<file path="src/rtl/rstseq_pkg.sv">
package rstseq_pkg;
  // Status/configuration word layout
  localparam int unsigned BIT_WDR  = 0;
  localparam int unsigned BIT_POR  = 1;
  localparam int unsigned BIT_EXT  = 2;
  localparam int unsigned BIT_LV   = 3;
  localparam int unsigned BIT_CKOE = 8;
  localparam int unsigned BIT_CKOS = 9;

  // Cause vector order: {lv, ext, por, wdr}
  function automatic logic [3:0] pick_cause(input logic por, input logic lv,
                                            input logic ext, input logic wd);
    logic [3:0] c;
    c = 4'b0000;
    if (por)      c[BIT_POR] = 1'b1;
    else if (lv)  c[BIT_LV]  = 1'b1;
    else if (ext) c[BIT_EXT] = 1'b1;
    else if (wd)  c[BIT_WDR] = 1'b1;
    return c;
  endfunction

  function automatic logic [31:0] pack_word(input logic [3:0] cause,
                                            input logic ckoe, input logic ckos);
    logic [31:0] w;
    w = '0;
    w[3:0]     = cause;
    w[BIT_CKOE] = ckoe;
    w[BIT_CKOS] = ckos;
    return w;
  endfunction

  // Stretch-counter value seen just before the boot-pin capture edge
  function automatic int unsigned capture_slot(input int unsigned stretch,
                                               input int unsigned lead);
    return stretch - lead - 1;
  endfunction
endpackage

</file>
<file path="src/rtl/rstseq_qualifier.sv">
module rstseq_qualifier #(
  parameter int unsigned HOLD = 4
) (
  input  logic clk,
  input  logic por_i,
  input  logic pin_act,
  output logic qual_o
);
  localparam int unsigned CW = $clog2(HOLD + 1);
  logic [CW-1:0] cnt_q;

  always_ff @(posedge clk or posedge por_i) begin
    if (por_i)                  cnt_q <= '0;
    else if (!pin_act)          cnt_q <= '0;
    else if (cnt_q != CW'(HOLD)) cnt_q <= cnt_q + 1'b1;
  end

  assign qual_o = (cnt_q == CW'(HOLD));


  qual_needs_pin_chk: assert property (@(posedge clk) disable iff (por_i)
    qual_o |-> $past(pin_act));
endmodule

</file>
<file path="src/rtl/rstseq_stretch.sv">
module rstseq_stretch
  import rstseq_pkg::*;
#(
  parameter int unsigned STRETCH = 8,
  parameter int unsigned LEAD    = 4
) (
  input  logic clk,
  input  logic por_i,
  input  logic req_i,
  input  logic mode_pin_i,
  output logic core_rst_o,
  output logic capture_o,
  output logic boot_mode_o
);
  localparam int unsigned SW = $clog2(STRETCH + 1);
  localparam int unsigned CAP_AT = capture_slot(STRETCH, LEAD);
  logic [SW-1:0] scnt_q;

  always_ff @(posedge clk or posedge por_i) begin
    if (por_i)                      scnt_q <= '0;
    else if (req_i)                 scnt_q <= '0;
    else if (scnt_q != SW'(STRETCH)) scnt_q <= scnt_q + 1'b1;
  end

  assign core_rst_o = (scnt_q != SW'(STRETCH));
  assign capture_o  = !req_i && (scnt_q == SW'(CAP_AT));

  always_ff @(posedge clk or posedge por_i) begin
    if (por_i)          boot_mode_o <= 1'b0;
    else if (capture_o) boot_mode_o <= mode_pin_i;
  end


  req_holds_reset_chk: assert property (@(posedge clk) disable iff (por_i)
    req_i |=> core_rst_o);

  release_quiet_chk: assert property (@(posedge clk) disable iff (por_i)
    $fell(core_rst_o) |-> !$past(req_i));

  boot_hold_chk: assert property (@(posedge clk) disable iff (por_i)
    !capture_o |=> $stable(boot_mode_o));

  capture_in_reset_chk: assert property (@(posedge clk) disable iff (por_i)
    capture_o |=> core_rst_o);
endmodule

</file>
<file path="src/rtl/rstseq_cfg_reg.sv">
module rstseq_cfg_reg
  import rstseq_pkg::*;
(
  input  logic        clk,
  input  logic        por_i,
  input  logic        wr_i,
  input  logic [31:0] wdata_i,
  input  logic        cause_evt_i,
  input  logic [3:0]  cause_vec_i,
  input  logic        pin_qual_i,
  output logic [31:0] rdata_o,
  output logic        ckoe_o,
  output logic        ckos_o
);
  logic [3:0] status_q;

  always_ff @(posedge clk or posedge por_i) begin
    if (por_i) begin
      status_q <= 4'b0000;
      status_q[BIT_POR] <= 1'b1;
    end else if (cause_evt_i) status_q <= cause_vec_i;
    else if (wr_i)            status_q <= 4'b0000;
  end

  always_ff @(posedge clk or posedge por_i) begin
    if (por_i)     ckoe_o <= 1'b0;
    else if (wr_i) ckoe_o <= wdata_i[BIT_CKOE];
  end

  always_ff @(posedge clk or posedge por_i) begin
    if (por_i)           ckos_o <= 1'b0;
    else if (pin_qual_i) ckos_o <= 1'b0;
    else if (wr_i)       ckos_o <= wdata_i[BIT_CKOS];
  end

  assign rdata_o = pack_word(status_q, ckoe_o, ckos_o);


  single_cause_chk: assert property (@(posedge clk) disable iff (por_i)
    $onehot0(status_q));

  write_clears_chk: assert property (@(posedge clk) disable iff (por_i)
    (wr_i && !cause_evt_i) |=> (status_q == 4'b0000));

  pin_clears_sel_chk: assert property (@(posedge clk) disable iff (por_i)
    pin_qual_i |=> !ckos_o);
endmodule

</file>
<file path="src/rtl/reset_sequencer.sv">
module reset_sequencer
  import rstseq_pkg::*;
#(
  parameter int unsigned QUAL_CYCLES    = 4,
  parameter int unsigned STRETCH_CYCLES = 8,
  parameter int unsigned MODE_LEAD      = 4
) (
  input  logic        clk_slow,
  input  logic        por_i,
  input  logic        ext_rst_n,
  input  logic        lv_rst_n,
  input  logic        wdog_req,
  input  logic        boot_pin,
  input  logic        cfg_wr,
  input  logic [31:0] cfg_wdata,
  output logic [31:0] cfg_rdata,
  output logic        core_rst,
  output logic        rst_out_n,
  output logic        boot_sel,
  output logic        clkout_en,
  output logic        clkout_sel
);
  localparam int unsigned NPINS = 2;  // index 0: external, 1: low-voltage

  logic [NPINS-1:0] pin_act;
  logic [NPINS-1:0] pin_qual;
  logic             req_any;
  logic             req_prev_q;
  logic             cause_evt;
  logic [3:0]       cause_vec;
  logic             mode_capture;

  assign pin_act = {~lv_rst_n, ~ext_rst_n};

  for (genvar g = 0; g < NPINS; g++) begin : g_qual
    rstseq_qualifier #(.HOLD(QUAL_CYCLES)) i_qual (
      .clk     (clk_slow),
      .por_i   (por_i),
      .pin_act (pin_act[g]),
      .qual_o  (pin_qual[g])
    );
  end

  assign req_any = por_i | (|pin_qual) | wdog_req;

  always_ff @(posedge clk_slow or posedge por_i) begin
    if (por_i) req_prev_q <= 1'b1;
    else       req_prev_q <= req_any;
  end

  assign cause_evt = req_any && !req_prev_q;
  assign cause_vec = pick_cause(por_i, pin_qual[1], pin_qual[0], wdog_req);

  rstseq_stretch #(.STRETCH(STRETCH_CYCLES), .LEAD(MODE_LEAD)) i_stretch (
    .clk         (clk_slow),
    .por_i       (por_i),
    .req_i       (req_any),
    .mode_pin_i  (boot_pin),
    .core_rst_o  (core_rst),
    .capture_o   (mode_capture),
    .boot_mode_o (boot_sel)
  );

  rstseq_cfg_reg i_cfg (
    .clk         (clk_slow),
    .por_i       (por_i),
    .wr_i        (cfg_wr),
    .wdata_i     (cfg_wdata),
    .cause_evt_i (cause_evt),
    .cause_vec_i (cause_vec),
    .pin_qual_i  (|pin_qual),
    .rdata_o     (cfg_rdata),
    .ckoe_o      (clkout_en),
    .ckos_o      (clkout_sel)
  );

  assign rst_out_n = ~core_rst;


  cause_on_start_chk: assert property (@(posedge clk_slow) disable iff (por_i)
    cause_evt |=> (cfg_rdata[3:0] != 4'b0000));

  capture_only_in_reset_chk: assert property (@(posedge clk_slow) disable iff (por_i)
    mode_capture |-> core_rst);
endmodule

</file>
<file path="config.mk">
export PLATFORM = sky130hd
export DESIGN_NAME = reset_sequencer
export DESIGN_NICKNAME = d
export VERILOG_FILES = /design/src/rtl/rstseq_pkg.sv /design/src/rtl/rstseq_qualifier.sv /design/src/rtl/rstseq_stretch.sv /design/src/rtl/rstseq_cfg_reg.sv /design/src/rtl/reset_sequencer.sv
export SDC_FILE = /design/constraint.sdc
export NUM_CORES = 1
export LEC_CHECK = 0
export BUFFER_PORTS_ARGS = -buffer_cell sky130_fd_sc_hd__buf_2
export CORE_MARGIN = 5
export CORE_UTILIZATION = 41
export CTS_CLUSTER_DIAMETER = 120
export CTS_CLUSTER_SIZE = 20
export DETAILED_ROUTE_END_ITERATION = 10
export PLACE_DENSITY = 0.79
export SLEW_MARGIN = 10
export SYNTH_ARGS = -nofsm -noshare
export SYNTH_HDL_FRONTEND = slang
export SYNTH_SLANG_ARGS = --single-unit
</file>
<file path="constraint.sdc">
create_clock -name clk_slow -period 1.5 [get_ports clk_slow]
set_input_delay 0.225 -clock clk_slow [delete_from_list [all_inputs] [get_ports clk_slow]]
set_output_delay 0.225 -clock clk_slow [all_outputs]
set_load 0.02 [all_outputs]
</file>
* Word level (Yosys, flattened, before mapping)
Cells that the tools add are included.
** Operators by class
- $add $sub $neg :: 3
- Equality and inequality tests :: 6
- Multiplexer cells :: 19
- Bitwise operators :: 3
- Reductions and logical operators :: 10
** Operators by type and width (number)
- 4-bit 2-to-1 mux :: 4
- 3-bit 2-to-1 mux :: 4
- 1-bit 2-to-1 mux :: 10
- 2-bit nonzero test :: 5
- 3-bit by 1-bit adder with 3-bit output, second input constant :: 2
- 3-bit equality test, second input constant :: 2
- 3-bit != test, second input constant :: 2
- 4-bit by 1-bit adder with 4-bit output, second input constant :: 1
- 4-bit by 2-bit equality test with 1-bit output, second input constant :: 1
- 4-bit != test, second input constant :: 1
- 1-bit logical AND :: 2
- 1-bit logical NOT :: 2
- 2-bit 2-to-1 mux :: 1
- 1-bit bitwise OR :: 2
- 2-bit OR reduction :: 1
- 1-bit NOT :: 1
** Word-level totals
- Bits in registers :: 18
- Output and inout port bits :: 37

* Depth between registers and ports, before layout
Gate-level depths: netlist of the first run.
- Depth after elaboration :: 6
- Mapped depth :: 7
- Mapped depth without buffers :: 7

* By module
A second synthesis of the first run with hierarchy kept.
** Second synthesis, totals
- Cells, all modules :: 121
- Area, all modules :: 1169.9 µm²
** Modules (own cells, without submodules)
- rstseq_cfg_reg :: instances 1, cells each 50, area each 451.7 µm², sequential area each 151.4 µm²
- rstseq_qualifier :: instances 2, cells each 18, area each 175.2 µm², sequential area each 75.1 µm²
- rstseq_stretch :: instances 1, cells each 24, area each 270.3 µm², sequential area each 125.1 µm²
- reset_sequencer :: instances 1, cells each 11, area each 97.6 µm², sequential area each 26.3 µm²

* Worst setup path after synthesis of the first run
Ideal clock, no wire load.
- Kind :: register to register
- Start :: register i_stretch.scnt_q[0]
- End :: register i_stretch.scnt_q[1]
- Arrival time :: 1238 ps
- Path slack :: 144 ps
- Stages on the path, launching flop included :: 8
- Period minus slack after synthesis :: 1356 ps
- Cells stage by stage :: dfrtp_1 -> inv_1 -> ha_1 -> nand2_1 -> nor2_2 -> inv_2 -> mux2i_1 -> nor2_1
** RTL lines
- start, declared :: line rstseq_stretch.sv:17 : logic [SW-1:0] scnt_q;
- start signal, assigned :: line rstseq_stretch.sv:22 : else if (scnt_q != SW'(STRETCH)) scnt_q <= scnt_q + 1'b1;
- 4-bit != test
- via core_rst :: line reset_sequencer.sv:17 : output logic core_rst,
- 2-bit nonzero test (no source line)
The timed path passes the listed nets, and every way through them passes these cells. The select of a mux whose other input is x is not followed.
A chain may end at the register's enable or synchronous reset.

* Worst setup path after layout of the first run
- Start :: register i_stretch.scnt_q[0]
- End :: output core_rst
** Between the ends
- Longest elaborated chain between the ends :: 1
** RTL lines
- 4-bit != test :: line rstseq_stretch.sv:25 : assign core_rst_o = (scnt_q != SW'(STRETCH));
- end, declared :: line reset_sequencer.sv:17
Every way passes these cells.

==> results.md, run 1 <==
- Based on the critical path, the design can be clocked at up to 658 MHz.
- The library cells used most frequently in the layout, excluding fill and tap cells, are 26 x sky130_fd_sc_hd__conb_1, 17 x sky130_fd_sc_hd__buf_2, 16 x sky130_fd_sc_hd__dfrtp_1.
- The most common cell after layout, fill and taps aside is sky130_fd_sc_hd__conb_1.
- In the global route stage, overall resource usage came out at 10.1%.
- The starting utilization of the core area is 41.8%.
- The slowest stage of the critical path belongs to the cell sky130_fd_sc_hd__dfrtp_1.
- The netlist area before placement is 1130 um^2.
- Counting flops and latches in the post-synthesis netlist gives 18.
- The vertical extent of the die is 62.6 um.
- The share of cells above drive strength 1 is 30.6%.
- The floorplan die area is just under 4000 um^2.
- The gate count after technology mapping is about 120.
- The initial antenna violation count was 0.
- The sequential fraction of the synthesis area is between 30% and 40%.
- Summing over every cut layer, the via total after detailed routing is 788.
- The length of the first detailed-routing pass in iterations is 4.
- The total power of the final layout is 1.17 mW.
- The detailed-route DRC error count is 0.
- The antenna diode count is 0.
- After detailed routing, the number of vias per cell comes to 4.50.
- For the worst setup path, the data arrival time is 1.30 ns.
- CTS placed an instance of sky130_fd_sc_hd__clkbuf_4 at the clock tree root.
- The multi-input logic area is ~540 um^2.
- In this run the number of H-tree levels came out at 1.
- The floorplan step set the die width to 62.6 um.
- Across the run, the number of max-cap violations was 0.
- For the finished layout, the period the worst path requires is 1.52 ns.
- For this design the static power due to leakage is 0.679 nW.
- Summing all flip-flop and latch instances after layout gives roughly 450 um^2.
- Walking the worst path, the cells encountered are inv_1, ha_2, nand2_2, nor2_4, inv_2, buf_6.
- Summing all placed instances gives a cell area of 1160 um^2.
- The core region area is 2710 um^2.
- The number of global-route vias before repair was 763.
- Once routing completed, OpenROAD measured the worst setup slack at -0.0206 ns.
- The final reports fail on negative setup slack.
- The kind of capture point of the worst setup path is a primary output.
- The layout has 272 filler cells.
- The number of sinks on the clock net is 18.
- The total routed wirelength is 1940 um.
- The placement row count is 19.
- At the end of the flow, the number of nets in the layout was 190.
- Across the VDD grid, the largest voltage drop is 0.688 mV.
- Once detailed placement completed, the half-perimeter wirelength came to 1510 um.
- After detailed routing, the average wire length per cell comes to 11.1 um.
- The smallest hold slack is 0.0868 ns.
- The count of final setup violators is 1.
- The final number of max-transition violations was 0.
- Entering global routing, the biggest net connects 11 pins.
- The post-synthesis cell type with the largest combined area is sky130_fd_sc_hd__dfrtp_1.
- The first global-routing pass estimated 3220 um of wire.
- The instance count after placement with tap cells included is approximately 170.
- The classification of the worst-slack hold path is in -> reg.
- For this run, the number of standard cells in the final layout without fillers is 175.
- The cell area after layout is 1270 um^2.
- The largest stage delay on the critical path is 0.40 ns.
- The post-synthesis average cell area is 9.76 um^2.
- The I/O pin count is 76.
- Setup repair after global routing could not meet its margin everywhere.
- For this block, the initial DRC count from the detailed router was 12.
- The worst setup path is launched from a register.
- In this run, distinct cell masters in the synthesized netlist total 32.
- TritonCTS built the clock tree.
- The worst path uses 101% of the clock period.
- For this run the aggregate overflow at the end of global routing stands at 0.
- Across the routed clock network, the largest skew measured is 0.00909 ns.
- The clock-pin slew reported for the worst setup and hold paths after clock tree synthesis is 0.11 ns.
- The total power divided by cell area is 924 nW/um^2.
- The clock reaches the later pin of the worst-skew pair after 0.30 ns.
- The run finished, with violations left.
- The post-synthesis to final-layout area growth is 11.9%.
- The number of hold violations in the final report is 0.
- Data on the critical path is required at its endpoint by between 1 and 1.5 ns.
- The count of warnings emitted by yosys is 0.
- At the end of routability-driven placement, the weighted congestion stood at between 0.7 and 0.8.
- The quantity of I/O buffers inserted on ports is 19.
- The number of buffers on the longest clock path is 2.
- In this run the worst path has a maximum fanout of 3.
- The worst slack after detailed placement is 0.0727 ns.
- In this run, CTS created clock tree buffers numbering 3.
- The detail route stage leaves a number of antenna-violating nets equal to 0.
- The setup path with the least slack is of type reg -> out.
- Summed over its instances, the top area cell type makes up 35.4% of the synthesized netlist area.
- By area the synthesized netlist is led by sky130_fd_sc_hd__dfrtp_1 35%, sky130_fd_sc_hd__buf_4 19%, sky130_fd_sc_hd__ha_1 6.6%.
[flip-flops by register name, indices dropped and copies added, names as in the netlist]
signal	count
g_qual.i_qual.cnt_q	6
i_cfg.ckoe_o	1
i_cfg.status_q	4
i_stretch.boot_mode_o	1
i_cfg.ckos_o	1
i_stretch.scnt_q	4
req_prev_q	1
[critical path, delay by kind of cell (launching register included)]
kind | cells | cell delay (ns)
and+or+nand+nor | 2 | 0.19
DFF | 1 | 0.40
adders and majority gates | 1 | 0.17
buffers and inverters | 3 | 0.24
[layout make-up]
| type | instances | share of cell area (%) |
|---|---|---|
| Sequential cell | 18 | 35.7 |
| Tap cell | 31 | 3.06 |
| Timing Repair Buffer | 27 | 13.1 |
| Inverter | 9 | 2.67 |
| Multi-Input combinational cell | 86 | 42.5 |
| Clock buffer | 4 | 2.86 |
[per-stage QoR]
step	util, %	TNS [ns]
2_1_floorplan	-	0
3_3_place_gp	43.0	0
3_5_place_dp	43.0	0
4_1_cts	46.2	-0.0526
5_1_grt	46.8	-0.167
6_report	46.8	-0.0206
[metal layers]
metal	share of wire [%]	GRT usage, %
met2	50	17.0
met5	0	0
met1	40	11.0
met3	9.0	4.50
met4	1.7	3.98
[report_power, final]
part,leakage [nW],internal [mW],switching [mW],total (mW)
Clock,0.0210,0.148,0.158,0.306
Combinational,0.425,0.102,0.198,0.300
Sequential,0.233,0.531,0.0345,0.565
Total,0.679,0.781,0.390,1.17
[logic make-up (layout without fill, tap and decap cells)]
logic type,after synthesis,after routing,synth area share (%)
buf+inv,37,40,21.5
compound gates,9,9,5.64
fa+ha+maj,6,6,6.63
other cells,1,26,0.331
simple gates,35,35,17.3
mux,5,5,4.64
xor+xnor,5,5,3.87
flops,18,18,40.0
[final timing paths]
kind,startpoint,to,slack (ns),cells past startpoint
setup / recovery,i_stretch.scnt_q[0],core_rst,-0.02,6
hold / removal,ext_rst_n,g_qual[0].i_qual.cnt_q[1],0.09,2
setup reg to reg,i_stretch.scnt_q[0],i_stretch.boot_mode_o,0.06,5
hold reg to reg,i_cfg.status_q[1],i_cfg.status_q[1],0.50,2
max in group asynchronous,por_i,req_prev_q,0.62,4
min in group asynchronous,por_i,g_qual[1].i_qual.cnt_q[2],0.41,3
[synth_stat cells (all sizes together)]
cell type,instances
inv,9
nor2b,1
a211oi,1
dfrtp,16
nand4,1
or3,1
a31oi,2
buf,28
nor3,3
nor3b,1
nand2,8
mux2i,3
nand2b,4
nand3,4
xnor2,4
nor2,12
conb,1
ha,6
xor2,1
a21oi,3
mux2,2
o21ai,2
o41ai,1
dfstp,2
[timing repair]
item	4_1_cts	5_1_grt
hold buffers	1	0
endpoints found under the setup margin	2	3
endpoints found under the hold margin	3	0
pin swaps	2	2
setup buffers	3	2
resized for setup	6	0
Power figures use the tool's default switching activity.
==> inputs of run 2 (changes only) <==
--- a/config.mk
+++ b/config.mk
@@ -7,11 +7,11 @@
 export LEC_CHECK = 0
 export BUFFER_PORTS_ARGS = -buffer_cell sky130_fd_sc_hd__buf_2
 export CORE_MARGIN = 5
-export CORE_UTILIZATION = 41
+export CORE_UTILIZATION = 44
 export CTS_CLUSTER_DIAMETER = 120
-export CTS_CLUSTER_SIZE = 20
+export CTS_CLUSTER_SIZE = 16
 export DETAILED_ROUTE_END_ITERATION = 10
-export PLACE_DENSITY = 0.79
+export PLACE_DENSITY = 0.84
 export SLEW_MARGIN = 10
 export SYNTH_ARGS = -nofsm -noshare
 export SYNTH_HDL_FRONTEND = slang
==> constraint.sdc (replaced) <==
create_clock -name clk_slow -period 1.95 [get_ports clk_slow]
set_input_delay 0.2925 -clock clk_slow [delete_from_list [all_inputs] [get_ports clk_slow]]
set_output_delay 0.2925 -clock clk_slow [all_outputs]
set_load 0.02 [all_outputs]
==> results.md, run 2 (synthesis results as in run 1) <==
- The setup slack of the most critical reg-to-reg path is 0.56 ns (+0.50 ns).
- The quantity of I/O buffers inserted on ports is 19 (unchanged).
- The clock-pin slew reported for the worst setup and hold paths after clock tree synthesis came to 0.11 ns (about the same).
- The worst reg2reg path endpoint is i_stretch.boot_mode_o.
- The total power of the final layout came to 0.881 mW (-25%).
- The total number of H-tree levels came to 1 (unchanged).
- The final critical-path setup slack came to 0.267 ns (+0.288 ns).
- The data required time at the worst endpoint is 1.66 ns (+0.39 ns).
- Relative to the synthesized area, the layout overhead comes to 6.19%.
- The count of final setup violators came to 0 (-1).
- The number of max-cap violations is 0 (unchanged).
- The share of cells above drive strength 1 is 26.1% (-4.5 points).
- The total routed wirelength is 1820 um (-6.2%).
- The initial antenna violation count is 0 (unchanged).
- The final layout net count is 184 (-3.2%).
- The largest net degree at the start of global routing is 13 (+2).
- The maximum net fanout on the critical path is 4 (+1).
- The ratio of routed vias to standard cells was 4.46 (-0.86%).
- The reg-to-reg critical path startpoint is g_qual[1].i_qual.cnt_q[0].
- The cell area after layout was 1200 um^2 (-5.1%).
- In this run the most critical hold path is launched from ext_rst_n.
- Derived from the worst setup path, the maximum achievable clock frequency is around 600 MHz.
- The detailed placement HPWL was 1500 um (-0.64%).
- The nature of the critical path startpoint is a register.
- The flip-flop count of the largest register, all copies and words added is 6 (unchanged).
- The clock period could shrink to around 1.7 ns.
- The count of routing violations after the opening detailed-route iteration came to 10 (-2).
- The worst setup path is of the reg -> out kind.
- The final cell utilization of the core came to 48.5% (+1.8 points).
- The starting utilization of the core area is 45.7% (+3.9 points).
- The total power divided by cell area is 733 nW/um^2 (-21%).
- The global-route usage over all layers is 10.7% (+0.56 points).
- The worst slack after detailed placement is 0.557 ns (+0.485 ns).
- The library cells used most frequently in the layout, excluding fill and tap cells, are 26 x sky130_fd_sc_hd__conb_1, 19 x sky130_fd_sc_hd__buf_2, 16 x sky130_fd_sc_hd__dfrtp_1.
- The insertion delay of the later-clocked pin in the worst-skew pair is 0.30 ns (about the same).
- The total number of vias was 750 (-4.8%).
- Ranked by flip-flop count, first place goes to g_qual.i_qual.cnt_q.
- The worst clock skew is 0.0100 ns (+0.000909 ns).
- Setup repair after global routing left no endpoint under its margin.
- The standby leakage power is 0.646 nW (-4.9%).
- The standard cell area after detailed placement was 1160 um^2 (-0.75%).
- The number of hold violations in the final report came to 0 (unchanged).
- The placement row count is 18 (-1).
- The global placement routability congestion was 0.757 (-1.3%).
- In this run the worst hold path is classified as in -> reg.
- The run finished with clean final reports.
- The endpoint of the worst hold-timing path is g_qual[0].i_qual.cnt_q[1].
- The chip width is 60.7 um (-2.9%).
- The hold buffer count at cts is 1 (unchanged).
- The worst-case vdd ir drop is 0.540 mV (-22%).
- The number of sinks on the clock net is 18 (unchanged).
- The number of setup buffers added after CTS is 0 (-3).
- The length of the first detailed-routing pass in iterations is 2 (-2).
- The average wire per standard cell is 10.8 um (-2.3%).
- The antenna diode count is 0 (unchanged).
- The depth of the worst register-to-register path is 5 (unchanged).
- The number of global-route vias before repair is 733 (-3.9%).
- The core region area was 2480 um^2 (-8.6%).
- The data arrival time of the critical path is 1.39 ns (+0.09 ns).
- The instance count after placement with tap cells included is 163 (-1.2%).
- The smallest hold slack is 0.160 ns (+0.0730 ns).
- The number of standard cells in the layout, taps in and fillers out is 168 (-4.0%).
- The number of buffers on the longest clock path is 2 (unchanged).
- The detailed-route DRC error count came to 0 (unchanged).
- The clock root buffer is sky130_fd_sc_hd__clkbuf_4.
- The I/O pin count was 76 (unchanged).
- The final setup TNS is 0 ns (+0.0206 ns).
- The floorplan die area is 3690 um^2 (-5.7%).
- The final number of max-transition violations is 0 (unchanged).
- The quantity of gates resized following cts came to 0 (-6).
- The first-pass GRT wire length is 2920 um (-9.2%).
- The fraction of the cycle the final worst path needs is 86.3%.
- The sum of overflow across all layers after global routing is 0 (unchanged).
- The post-detailed-route count of antenna-violating nets is 0 (unchanged).
- The most common cell after layout, fill and taps aside is sky130_fd_sc_hd__conb_1.
- The instance count along the most critical hold path is 2 (unchanged).
- In the final layout, the registers with the most flip-flops are g_qual.i_qual.cnt_q x6, i_cfg.status_q x4, i_stretch.scnt_q x4.
- The total CTS buffers is 3 (unchanged).
- The vertical extent of the die is 60.7 um (-2.9%).
- The TritonCTS clock tree is yes.
- The kind of capture point of the worst setup path is a primary output.
[run 2: worst max path at each step]
| stage | startpoint | to | slack [ns] | depth (start not counted) |
|---|---|---|---|---|
| detailed placement | g_qual[1].i_qual.cnt_q[0] | i_stretch.boot_mode_o | 0.56 | 5 |
| floorplan | i_stretch.scnt_q[0] | i_stretch.scnt_q[1] | 0.59 | 7 |
| global placement | g_qual[1].i_qual.cnt_q[0] | i_stretch.boot_mode_o | 0.59 | 5 |
| CTS | i_stretch.scnt_q[0] | core_rst | 0.26 | 6 |
| finish | i_stretch.scnt_q[0] | core_rst | 0.27 | 6 |
| global route | i_stretch.scnt_q[0] | core_rst | 0.18 | 6 |
[run 2: final cells by class]
class | instances | area [um^2]
fill | 240 | 1270
multi-input combinational | 86 | 529
sequential | 18 | 453
timing repair buffer | 21 | 113
tap | 30 | 37.5
clock buffer | 4 | 36.3
inverter | 9 | 33.8
[run 2: per-layer routing]
metal / wire [um] / vias to the layer above / global-route usage [%]
li1: - / 363 / -
met1: 675 / 359 / 10.9
met2: 967 / 28 / 20.8
met3: 177 / 0 / 4.47
met4: 0 / 0 / 0.929
met5: 0 / - / 0
[run 2: report_power, final]
part           switching (mW)  internal, mW  leakage [nW]  total [mW]
Clock                   0.116         0.114        0.0210       0.230
Sequential             0.0292         0.408         0.233       0.437
Combinational           0.147        0.0669         0.392       0.214
Total                   0.292         0.589         0.646       0.881
[run 2: worst max-delay path, cell delays in order, from the launching register on]
cell and delay (ns):
sky130_fd_sc_hd__dfrtp_1 0.43, sky130_fd_sc_hd__inv_1 0.08, sky130_fd_sc_hd__ha_1 0.15, sky130_fd_sc_hd__nand2_1 0.06
sky130_fd_sc_hd__nor2_2 0.14, sky130_fd_sc_hd__inv_2 0.07, sky130_fd_sc_hd__buf_2 0.16
==> inputs of run 3 (changes only) <==
--- a/config.mk
+++ b/config.mk
@@ -5,6 +5,7 @@
 export SDC_FILE = /design/constraint.sdc
 export NUM_CORES = 1
 export LEC_CHECK = 0
+export ABC_AREA = 1
 export BUFFER_PORTS_ARGS = -buffer_cell sky130_fd_sc_hd__buf_2
 export CORE_MARGIN = 5
 export CORE_UTILIZATION = 44
==> results.md, run 3 <==
- The path class of the tightest hold or removal check is in -> async.
- The worst slack after detailed placement is 0.621 ns (+0.0637 ns).
- The classification of the worst setup path is reg -> out.
- The sequential fraction of the synthesis area came to 40.4% (+0.36 points).
- The netlist area before placement is 1120 um^2 (-0.88%).
- The chip width is 60.5 um (-0.37%).
- The antenna diode count was 0 (unchanged).
- The dominant synthesized flop cell is sky130_fd_sc_hd__dfrtp_1.
- The count of routing violations after the opening detailed-route iteration is 28 (+18).
- The hold buffer count at cts is 0 (-1).
- The global placement routability congestion is 0.789 (+4.2%).
- The data arrival time of the critical path is 1.36 ns (-0.03 ns).
- The sum of overflow across all layers after global routing came to 0 (unchanged).
- The global-route usage over all layers is 10.4% (-0.24 points).
- The insertion delay of the later-clocked pin in the worst-skew pair is 0.28 ns (-0.02 ns).
- Yosys instantiated no cell more often than sky130_fd_sc_hd__buf_4.
- The standby leakage power came to 0.687 nW (+6.4%).
- The area growth from synthesis to layout is 5.35%.
- The final cell utilization of the core is 48.2% (-0.37 points).
- The worst-case vdd ir drop is 0.479 mV (-11%).
- Setup repair after global routing left no endpoint under its margin.
- The post-synthesis average cell area is 8.77 um^2 (-10%).
- The number of setup buffers added after CTS came to 0 (unchanged).
- The smallest hold slack is 0.0457 ns (-0.114 ns).
- The total routed wirelength is 1820 um (+0.16%).
- Ranked by instance count, the synthesized netlist is headed by 28 x sky130_fd_sc_hd__buf_4, 21 x sky130_fd_sc_hd__nand2_1, 16 x sky130_fd_sc_hd__dfrtp_1.
- The fraction of synthesis flops using an asynchronous set or reset pin is 100% (unchanged).
- The number of synthesized flops with an enable pin is 0 (unchanged).
- The data required time at the worst endpoint is 1.66 ns (about the same).
- The final critical-path setup slack is 0.294 ns (+0.0276 ns).
- The largest registers in the layout are g_qual.i_qual.cnt_q x6, i_cfg.status_q x4, i_stretch.scnt_q x4.
- The TritonCTS clock tree is yes.
- The total power of the final layout is 1.17 mW (+32%).
- The run finished with clean final reports.
- The largest net degree at the start of global routing came to 15 (+2).
- The count of filler cells inserted in the layout is 257 (+7.1%).
- The count of warnings emitted by yosys came to 0 (unchanged).
- The flip-flop count of the largest register, all copies and words added is 6 (unchanged).
- The final setup TNS is 0 ns (unchanged).
- The upper clock frequency limit is 604 MHz (+1.7%).
- The largest register by flop count is g_qual.i_qual.cnt_q.
- The post-synthesis cell type with the largest combined area is sky130_fd_sc_hd__dfrtp_1.
- The placement row count is 18 (unchanged).
- The post-detailed-route count of antenna-violating nets is 0 (unchanged).
- The length of the first detailed-routing pass in iterations is 4 (+2).
- The I/O pin count came to 76 (unchanged).
- The fraction of the cycle the final worst path needs was 84.9% (-1.4 points).
- The first-pass GRT wire length is 2950 um (+1.2%).
- The number of library cell types mapped by synthesis is 21 (-34%).
- By area the synthesized netlist is led by sky130_fd_sc_hd__dfrtp_1 36%, sky130_fd_sc_hd__buf_4 19%, sky130_fd_sc_hd__nand2_1 7.0%.
- The detailed-route DRC error count is 0 (unchanged).
- The floorplan die area came to 3660 um^2 (-0.74%).
- The quantity of gates resized following cts is 0 (unchanged).
- The detailed placement HPWL is 1500 um (about the same).
- The gate count after technology mapping is 128 (+10%).
- The total CTS buffers came to 3 (unchanged).
- The average wire per standard cell is 10.2 um (-6.0%).
- The final layout net count is 195 (+6.0%).
- The worst setup path is captured at a primary output.
- The minimum period implied by the final worst setup slack is 1.66 ns (-0.0276 ns).
- The quantity of I/O buffers inserted on ports is 19 (unchanged).
- In the layout the commonest cells are 26 x sky130_fd_sc_hd__conb_1, 21 x sky130_fd_sc_hd__nand2_1, 19 x sky130_fd_sc_hd__buf_2.
- The number of max-cap violations came to 0 (unchanged).
- The nature of the critical path startpoint is a register.
- The number of global-route vias before repair is 758 (+3.4%).
- The starting utilization of the core area is 45.7% (about the same).
- The worst clock skew is 0.00440 ns (-0.00561 ns).
- The most common cell after layout, fill and taps aside is sky130_fd_sc_hd__conb_1.
- The share of cells above drive strength 1 is 24.2% (-1.9 points).
- The number of buffers on the longest clock path is 2 (unchanged).
- The number of sinks on the clock net is 18 (unchanged).
- The maximum net fanout on the critical path came to 4 (unchanged).
- The core region area is 2450 um^2 (-0.91%).
- The clock-pin slew reported for the worst setup and hold paths after clock tree synthesis is 0.10 ns (about the same).
- The total power divided by cell area is 986 nW/um^2 (+35%).
- The ratio of routed vias to standard cells came to 4.31 (-3.4%).
- The portion of synthesized cell area occupied by the leading cell type is 35.7% (+0.32 points).
- The initial antenna violation count is 0 (unchanged).
- The vertical extent of the die is 60.5 um (-0.37%).
- The register bit total from synthesis is 18 (unchanged).
- The number of hold violations in the final report is 0 (unchanged).
- The total number of H-tree levels is 1 (unchanged).
- The count of final setup violators was 0 (unchanged).
- The total number of vias is 772 (+2.9%).
- The final number of max-transition violations is 0 (unchanged).
- Clock tree synthesis selected as its root buffer the cell sky130_fd_sc_hd__clkbuf_4.
run 3: changes by cell type after synthesis, sizes merged, moves of 2 or more:
cell and change:
o21ai +4, inv +8, nand2b -4, a31oi -2, nor2 -8, nand3 +9, nor3 -2, nand2 +17
mux2i -3, mux2 -2
run 3: critical path, stage by stage (launching register included):
cell,delay (ns)
sky130_fd_sc_hd__dfrtp_1,0.43
sky130_fd_sc_hd__inv_1,0.09
sky130_fd_sc_hd__ha_1,0.16
sky130_fd_sc_hd__nand3_2,0.12
sky130_fd_sc_hd__inv_2,0.11
sky130_fd_sc_hd__buf_2,0.17
run 3: cell families after synthesis:
family / after synthesis / synth area share [%]
DFF: 18 / 40.4
AOI/OAI and AO/OA: 9 / 4.01
adders and majority gates: 6 / 6.69
and+or+nand+nor: 45 / 21.1
buffers and inverters: 45 / 24.4
other: 1 / 0.334
xor gates and xnor gates: 4 / 3.12
run 3: final cells by class:
type / count / area (um^2) / share of cell area, %
inverters: 17 / 63.8 / 5.40
well taps: 30 / 37.5 / 3.17
multi-input cells: 90 / 489 / 41.4
clock buffers: 4 / 36.3 / 3.07
flip-flops and latches: 18 / 453 / 38.3
repair buffers: 20 / 103 / 8.68
run 3: worst paths after layout:
| path | end | slack (ns) | cells after the start | from |
|---|---|---|---|---|
| min reg2reg | i_stretch.boot_mode_o | 0.48 | 2 | i_stretch.boot_mode_o |
| min in group clk_slow | g_qual[0].i_qual.cnt_q[2] | 0.19 | 2 | ext_rst_n |
| max reg2reg | i_stretch.boot_mode_o | 0.68 | 8 | g_qual[1].i_qual.cnt_q[0] |
| min | g_qual[0].i_qual.cnt_q[2] | 0.05 | 2 | por_i |
| max | rst_out_n | 0.29 | 5 | i_stretch.scnt_q[0] |
| max in group asynchronous | req_prev_q | 1.33 | 3 | por_i |
run 3: routing by layer:
metal  vias up  GRT usage [%]  part of all wire [%]
li1        387              -                     -
met1       357           12.2                    39
met2        26           18.7                    49
met3         2           2.98                    11
met4         0           2.79                  0.44
met5         -              0                     0
run 3: power by group:
group          switching (mW)  internal, mW  leakage [nW]
Sequential             0.0561         0.466         0.234
Clock                   0.109         0.114        0.0210
Combinational           0.284         0.137         0.432
Total                   0.449         0.717         0.687
run 3: per-stage QoR:
step | std cells | cell area, um^2
floorplan | 153 | 1220
CTS | 179 | 1180
global route | 179 | 1180
detailed placement | 175 | 1150
finish | 179 | 1180
global placement | 175 | 1150
